**src/rtl/isel_pkg.sv**
```systemverilog
package isel_pkg;

  typedef enum logic [1:0] {
    SEL_COND = 2'b00,
    SEL_OPA  = 2'b01,
    SEL_OPB  = 2'b10,
    SEL_DATA = 2'b11
  } sel_e;

  typedef enum logic [1:0] {
    PC_COND_SET = 2'b00,
    PC_COND_CLR = 2'b01,
    PC_HALT     = 2'b10,
    PC_RESUME   = 2'b11
  } pcmd_e;

  typedef struct packed {
    logic halt;
    logic cond;
  } stat_t;

endpackage

```
**src/rtl/isel_match.sv**
```systemverilog
module isel_match #(
  parameter int ADDR_W  = 4,
  parameter int UNIT_ID = 3
) (
  input  logic              pcmd_valid,
  input  logic [ADDR_W-1:0] pcmd_addr,
  output logic              hit
);
  localparam int ADDR_SPAN = 1 << ADDR_W;
  localparam bit REACHABLE = (UNIT_ID > 0) && (UNIT_ID < ADDR_SPAN);

  generate
    if (REACHABLE) begin : g_cmp
      localparam logic [ADDR_W-1:0] MY_ID = ADDR_W'(UNIT_ID);
      // address zero never equals MY_ID because MY_ID is nonzero here
      assign hit = pcmd_valid && (pcmd_addr == MY_ID);
    end else begin : g_none
      logic unused_in;
      assign unused_in = pcmd_valid ^ (^pcmd_addr);
      assign hit = 1'b0;
    end
  endgenerate
endmodule

```
**src/rtl/isel_status.sv**
```systemverilog
module isel_status
  import isel_pkg::*;
(
  input  logic       clk,
  input  logic       rst,
  input  logic       hit,
  input  logic [1:0] pcmd_code,
  input  logic       cpu_wr,
  input  logic       cpu_cond,
  input  logic       cpu_halt,
  output stat_t      stat_q
);
  stat_t stat_d;
  pcmd_e code;

  assign code = pcmd_e'(pcmd_code);

  always_comb begin
    stat_d = stat_q;
    if (hit) begin
      unique case (code)
        PC_COND_SET: stat_d.cond = 1'b1;
        PC_COND_CLR: stat_d.cond = 1'b0;
        PC_HALT:     stat_d.halt = 1'b1;
        PC_RESUME:   stat_d.halt = 1'b0;
      endcase
    end else if (cpu_wr && !stat_q.halt) begin
      // a halted processor executes nothing, so its writes are dropped
      stat_d.cond = cpu_cond;
      stat_d.halt = cpu_halt;
    end
  end

  always_ff @(posedge clk) begin
    if (rst) stat_q <= '0;
    else     stat_q <= stat_d;
  end
endmodule

```
**src/rtl/isel_mux.sv**
```systemverilog
module isel_mux
  import isel_pkg::*;
#(
  parameter int              OP_W     = 8,
  parameter logic [OP_W-1:0] NOP_CODE = '0
) (
  input  logic            clk,
  input  logic            rst,
  input  stat_t           stat_q,
  input  logic [1:0]      sel_mode,
  input  logic [OP_W-1:0] op_a,
  input  logic [OP_W-1:0] op_b,
  input  logic [OP_W-1:0] bcast_data,
  input  logic            busy_in,
  output logic [OP_W-1:0] instr_out,
  output logic            busy_out
);
  logic [OP_W-1:0] pick;
  sel_e            sel;

  assign sel = sel_e'(sel_mode);

  always_comb begin
    unique case (sel)
      SEL_COND: pick = stat_q.cond ? op_b : op_a;
      SEL_OPA:  pick = op_a;
      SEL_OPB:  pick = op_b;
      SEL_DATA: pick = bcast_data;
    endcase
    if (stat_q.halt) pick = NOP_CODE;
  end

  always_ff @(posedge clk) begin
    if (rst) begin
      instr_out <= NOP_CODE;
      busy_out  <= 1'b0;
    end else begin
      instr_out <= pick;
      busy_out  <= busy_in && !stat_q.halt;
    end
  end
endmodule

```
**src/rtl/pe_isel.sv**
```systemverilog
module pe_isel
  import isel_pkg::*;
#(
  parameter int              OP_W     = 8,
  parameter int              ADDR_W   = 4,
  parameter int              UNIT_ID  = 3,
  parameter logic [OP_W-1:0] NOP_CODE = '0
) (
  input  logic              clk,
  input  logic              rst,
  input  logic [1:0]        sel_mode,
  input  logic [OP_W-1:0]   op_a,
  input  logic [OP_W-1:0]   op_b,
  input  logic [OP_W-1:0]   bcast_data,
  input  logic              pcmd_valid,
  input  logic [ADDR_W-1:0] pcmd_addr,
  input  logic [1:0]        pcmd_code,
  input  logic              cpu_wr,
  input  logic              cpu_cond,
  input  logic              cpu_halt,
  input  logic              busy_in,
  output logic [OP_W-1:0]   instr_out,
  output logic              busy_out
);
  logic  hit;
  stat_t stat_q;

  isel_match #(.ADDR_W(ADDR_W), .UNIT_ID(UNIT_ID)) u_match (
    .pcmd_valid(pcmd_valid),
    .pcmd_addr (pcmd_addr),
    .hit       (hit)
  );

  isel_status u_status (
    .clk      (clk),
    .rst      (rst),
    .hit      (hit),
    .pcmd_code(pcmd_code),
    .cpu_wr   (cpu_wr),
    .cpu_cond (cpu_cond),
    .cpu_halt (cpu_halt),
    .stat_q   (stat_q)
  );

  isel_mux #(.OP_W(OP_W), .NOP_CODE(NOP_CODE)) u_mux (
    .clk       (clk),
    .rst       (rst),
    .stat_q    (stat_q),
    .sel_mode  (sel_mode),
    .op_a      (op_a),
    .op_b      (op_b),
    .bcast_data(bcast_data),
    .busy_in   (busy_in),
    .instr_out (instr_out),
    .busy_out  (busy_out)
  );
endmodule

```
**config.mk**
```make
export PLATFORM = sky130hd
export DESIGN_NAME = pe_isel
export DESIGN_NICKNAME = d
export VERILOG_FILES = /design/src/rtl/isel_pkg.sv /design/src/rtl/isel_match.sv /design/src/rtl/isel_status.sv /design/src/rtl/isel_mux.sv /design/src/rtl/pe_isel.sv
export SDC_FILE = /design/constraint.sdc
export NUM_CORES = 1
export LEC_CHECK = 0
export BUFFER_PORTS_ARGS = -buffer_cell sky130_fd_sc_hd__buf_4
export CAP_MARGIN = 15
export CORE_ASPECT_RATIO = 1.25
export CORE_MARGIN = 2
export CORE_UTILIZATION = 35
export DETAILED_ROUTE_END_ITERATION = 12
export GPL_TIMING_DRIVEN = 0
export PLACE_DENSITY = 0.73
export SYNTH_ARGS = -nofsm -noshare
export SYNTH_HDL_FRONTEND = slang
export SYNTH_SLANG_ARGS = --single-unit
```
**constraint.sdc**
```tcl
create_clock -name clk -period 1.45 [get_ports clk]
set_clock_uncertainty 0.15 [all_clocks]
set_input_delay 0.2175 -clock clk [delete_from_list [all_inputs] [get_ports clk]]
set_output_delay 0.2175 -clock clk [all_outputs]
set_load 0.01 [all_outputs]
```
# After elaboration in Yosys (flattened, before gate mapping)
# Index checks and enable logic that the tools add are counted.
[classes]
n_eq_ne = 9
reduce_logical = 10
mux = 6
[ops]
columns = ["op", "count"]
rows = [
  ["one-hot mux 8 bit (4 select lines)", 1],
  ["equality test 2 bit, second input constant", 4],
  ["two-way mux 8 bit", 1],
  ["!= test 3 x 1 -> 1 bit, second input constant", 2],
  ["equality test 2 x 1 -> 1 bit, second input constant", 2],
  ["equality test 4 x 2 -> 1 bit, second input constant", 1],
  ["zero test 2 bit", 2],
  ["two-way mux 2 bit", 2],
  ["one-hot mux 1 bit (2 select lines)", 2],
  ["AND reduction 2 bit", 2],
  ["logical AND 1 bit", 3],
  ["nonzero test 2 bit", 1],
  ["OR reduction 2 bit", 1],
  ["zero test 1 bit", 1],
]
[totals]
word_cells = 29
input_bits = 39
output_inout_bits = 9
reg_bits = 11

# Logic depth before layout (Yosys ltp)
[depth]
depth_word = 4
ltp_mapped = 5

# Hierarchy
# Synthesis repeated with hierarchy kept, for this count alone.
[unflattened]
hier_cells = 62
area_unflattened_um2 = 604.3
[by_module_without_submodules]
columns = ["mod", "cells_each", "area_per_inst_um2", "instances", "seq_area_each_um2"]
rows = [
  ["isel_mux", 48, 481.7, 1, 180.2],
  ["isel_status", 12, 107.6, 1, 40.0],
  ["isel_match", 2, 15.0, 1, 0.0],
]

# Worst setup path before layout
# OpenSTA, ideal clock, no wires.
[synth_timing]
path_type = "input -> register"
from = "input port sel_mode[1]"
to = "register u_mux.instr_out[0]"
arrival_time_ns = 0.879
path_stages = 5
setup_ns = 0.119
t_required_ns = 1.181
path_slack_ns = 0.302
cell_sequence = "buf_6 or2_0 buf_6 o221ai_2 a21oi_2"
[synth_between]
elab_chain_len = 2
word_cells_on_any_way = 5
cone_classes = "eq/ne: 3; mux: 1; reduce/logical: 1"
[synth_lines]
columns = ["element", "line_no", "text"]
rows = [
  ["start, declared", "pe_isel.sv:11", "input logic [1:0] sel_mode,"],
  ["equality test 2 bit, or another cell as far along", "isel_mux.sv:24", "unique case (sel)"],
  ["one-hot mux 8 bit (4 select lines) (*)", "isel_mux.sv:24", ""],
  ["end signal, assigned", "isel_mux.sv:38", "instr_out <= pick;"],
  ["end, declared", "isel_mux.sv:15", "output logic [OP_W-1:0] instr_out,"],
]
# Every way passes the cells marked *; elsewhere a longest branch is shown, timed or not.
# A chain may end at the register's enable or synchronous reset.

# Final worst setup path
[layout_timing]
from = "register u_status.stat_q[0] (netlist name)"
to = "register u_mux.instr_out[0]"
[layout_between]
elab_chain_len = 2
[layout_lines]
columns = ["element", "line_no", "text"]
rows = [
  ["two-way mux 8 bit", "isel_mux.sv:25", "SEL_COND: pick = stat_q.cond ? op_b : op_a;"],
  ["one-hot mux 8 bit (4 select lines)", "isel_mux.sv:24", ""],
]
# Every way passes these cells.

==> impl_metrics.toml <==
[yosys]
synth_top_cell_area_share = 0.367
ys.flop_type = "dfxtp_1"
yosysMostFrequentCell = "dfxtp_1"
synthArstFlopShare = 0
synthTopCellsByArea = "dfxtp_1 37%, mux2i_1 15%, o2bb2ai_1 10%"
synth_largest_area_cell = "dfxtp_1"
synth_area_um2 = 599
synth-seq-cells = 11
synth_edf_count = 0
synth_cell_types = 23
synth_fp_nets = 102
ys_top_cells_by_count = "11 x dfxtp_1, 9 x mux2i_1, 9 x nor2_1, 7 x o21ai_1, 7 x o2bb2ai_1"
syn_area_per_cell_um2 = 9.51
yosysWarnings = 0
synthCells = 63
ys_seq_area_frac = 0.367

[cts]
cts_sinks = 11
cts-root-buf = "clkbuf_4"
cts_max_path_buffers = 2
cts_tree = "yes"
clock_latency_ps = 260
clk_pin_slew_worst_paths_ps = 70
htreeDepth = 1
cts_buffers = 3
postCtsSetupBuffers = 0

[global_routing]
grt_remaining_overflow = 0
antenna_found_initial = 0
gr-usage-met3 = 0.0354
grt_busiest_layer = "met2"
grt_pass1_vias = 686
grt_use_total = 0.191
grt_pass1_wl_mm = 2.74
grt_start_max_net_pins = 11
use_met2 = 0.323
gr-usage-met1 = 0.215

[detailed_routing]
drt_pass1_iterations = 4
drc_errors = 0
routed_wl_mm = 1.67
via_per_inst = 5.11
ant_nets = 0
vias = 674
wl_per_cell_um = 12.7
drt-initial-drc-count = 8

[placement]
portBuffers = 45
place_congestion = 0.737
dp_hpwl_mm = 1.35
place_inst = 126

[sta]
drv_slew = 0
fin_setup_tns_ps = 0
rsz0062_at_grt = "no"
max_freq_ghz = 0.829
finalCritPeriodShare = 0.832
setup_viol = 0
hold_viol = 0
worst_slew_pin_slew_ps = 422
holdWs_ps = 30.7
period_minus_slack_ps = 1210
relSlewSlack = 0.719

[floorplan]
start_util = 0.379
fp.coreArea_um2 = 1580
die_height_um = 50.3
die-area_um2 = 2060
num_rows = 16
pin_count = 48
die_w_um = 41.0

[cells_and_area]
postLayoutCoreUtil = 0.638
num-nets-final = 154
drive_gt1_frac = 0.482
diodes = 0
area_growth_pct = 68.3
fin_cells = 132

[job]
cap_violations = 0

[setup_path]
path_class = "reg -> reg"
path_max_fanout = 8
end_kind = "flop"
critPathArrivalTime_ps = 1260
start_kind = "flop"
cp.required_ps = 1500

[pwr]
p_per_area_nw_per_um2 = 770
leakage_uw = 0.000478
peakVddDrop_mv = 0.474

[status]
status = "complete, no violations"

[min_path]
hold_class = "in -> reg"
==> cells in the final DEF (no fill, tap or decap), drive strengths merged, types with 2 or more instances in the layout <==
cell,n
dlygate4sd3,2
o21ai,7
o2bb2ai,7
buf,47
clkbuf,5
a21oi,2
nor2,9
nor2b,2
mux2i,9
dfxtp,11
==> worst max-delay path, cell delays in order (launching register included) <==
cell	delay (ps)
dfxtp_1	340
o21bai_2	380
o221ai_2	170
a21oi_2	110
==> path summary, 6_finish.rpt <==
path	slack, ps	endpoint	start	depth (start not counted)
worst max-delay path	240	u_mux.instr_out[0]	u_status.stat_q[0]	3
worst min-delay path	30	u_mux.instr_out[4]	op_b[4]	3
worst max register to register	240	u_mux.instr_out[0]	u_status.stat_q[0]	3
worst min register to register	420	u_status.stat_q[1]	u_status.stat_q[1]	2
==> metrics by stage <==
| stage | setup slack (ps) | instance area (um^2) | total power, uW |
|---|---|---|---|
| after floorplan | 302 | 599 | 445 |
| after detailed placement | 147 | 960 | 574 |
| after CTS | 146 | 1010 | 790 |
| after global routing | 168 | 1010 | 840 |
| after global placement | 114 | 960 | 570 |
| final | 244 | 1010 | 776 |
==> what timing repair did <==
action / CTS / global route
hold buffers: 2 / 0
endpoints found under the setup margin: 0 / 1
gates resized for setup: 0 / 1
endpoints found under the hold margin: 2 / 0
==> logic make-up after synthesis <==
logic type | synth area share
flip-flops | 0.367
AND/OR/NAND/NOR | 0.142
AO/OA/AOI/OAI | 0.294
multiplexers | 0.150
buffers and inverters | 0.0459
==> report_power, final <==
part / internal, uW / switching (uW)
Sequential: 327 / 9.18
Clock: 106 / 101
Combinational: 141 / 92.2
Total: 574 / 202
==> layout make-up <==
class | count | area (um^2)
Buffer | 3 | 27.5
Tap cell | 18 | 22.5
Multi-Input combinational cell | 49 | 354
Clock buffer | 4 | 26.3
Fill cell | 150 | 573
Sequential cell | 11 | 220
Timing Repair Buffer | 47 | 358
==> routing by layer <==
layer  share of wire  vias to the layer above
li1                -                      339
met1            0.38                      298
met2            0.50                       35
met3            0.12                        2
met4          0.0054                        0
met5               0                        -
==> flip-flops by register name, indices dropped and copies added, names as in the netlist <==
name and cells:
u_mux.instr_out 8, u_status.stat_q 2, u_mux.busy_out 1
Note: power is estimated with default switching activity, not from simulation.
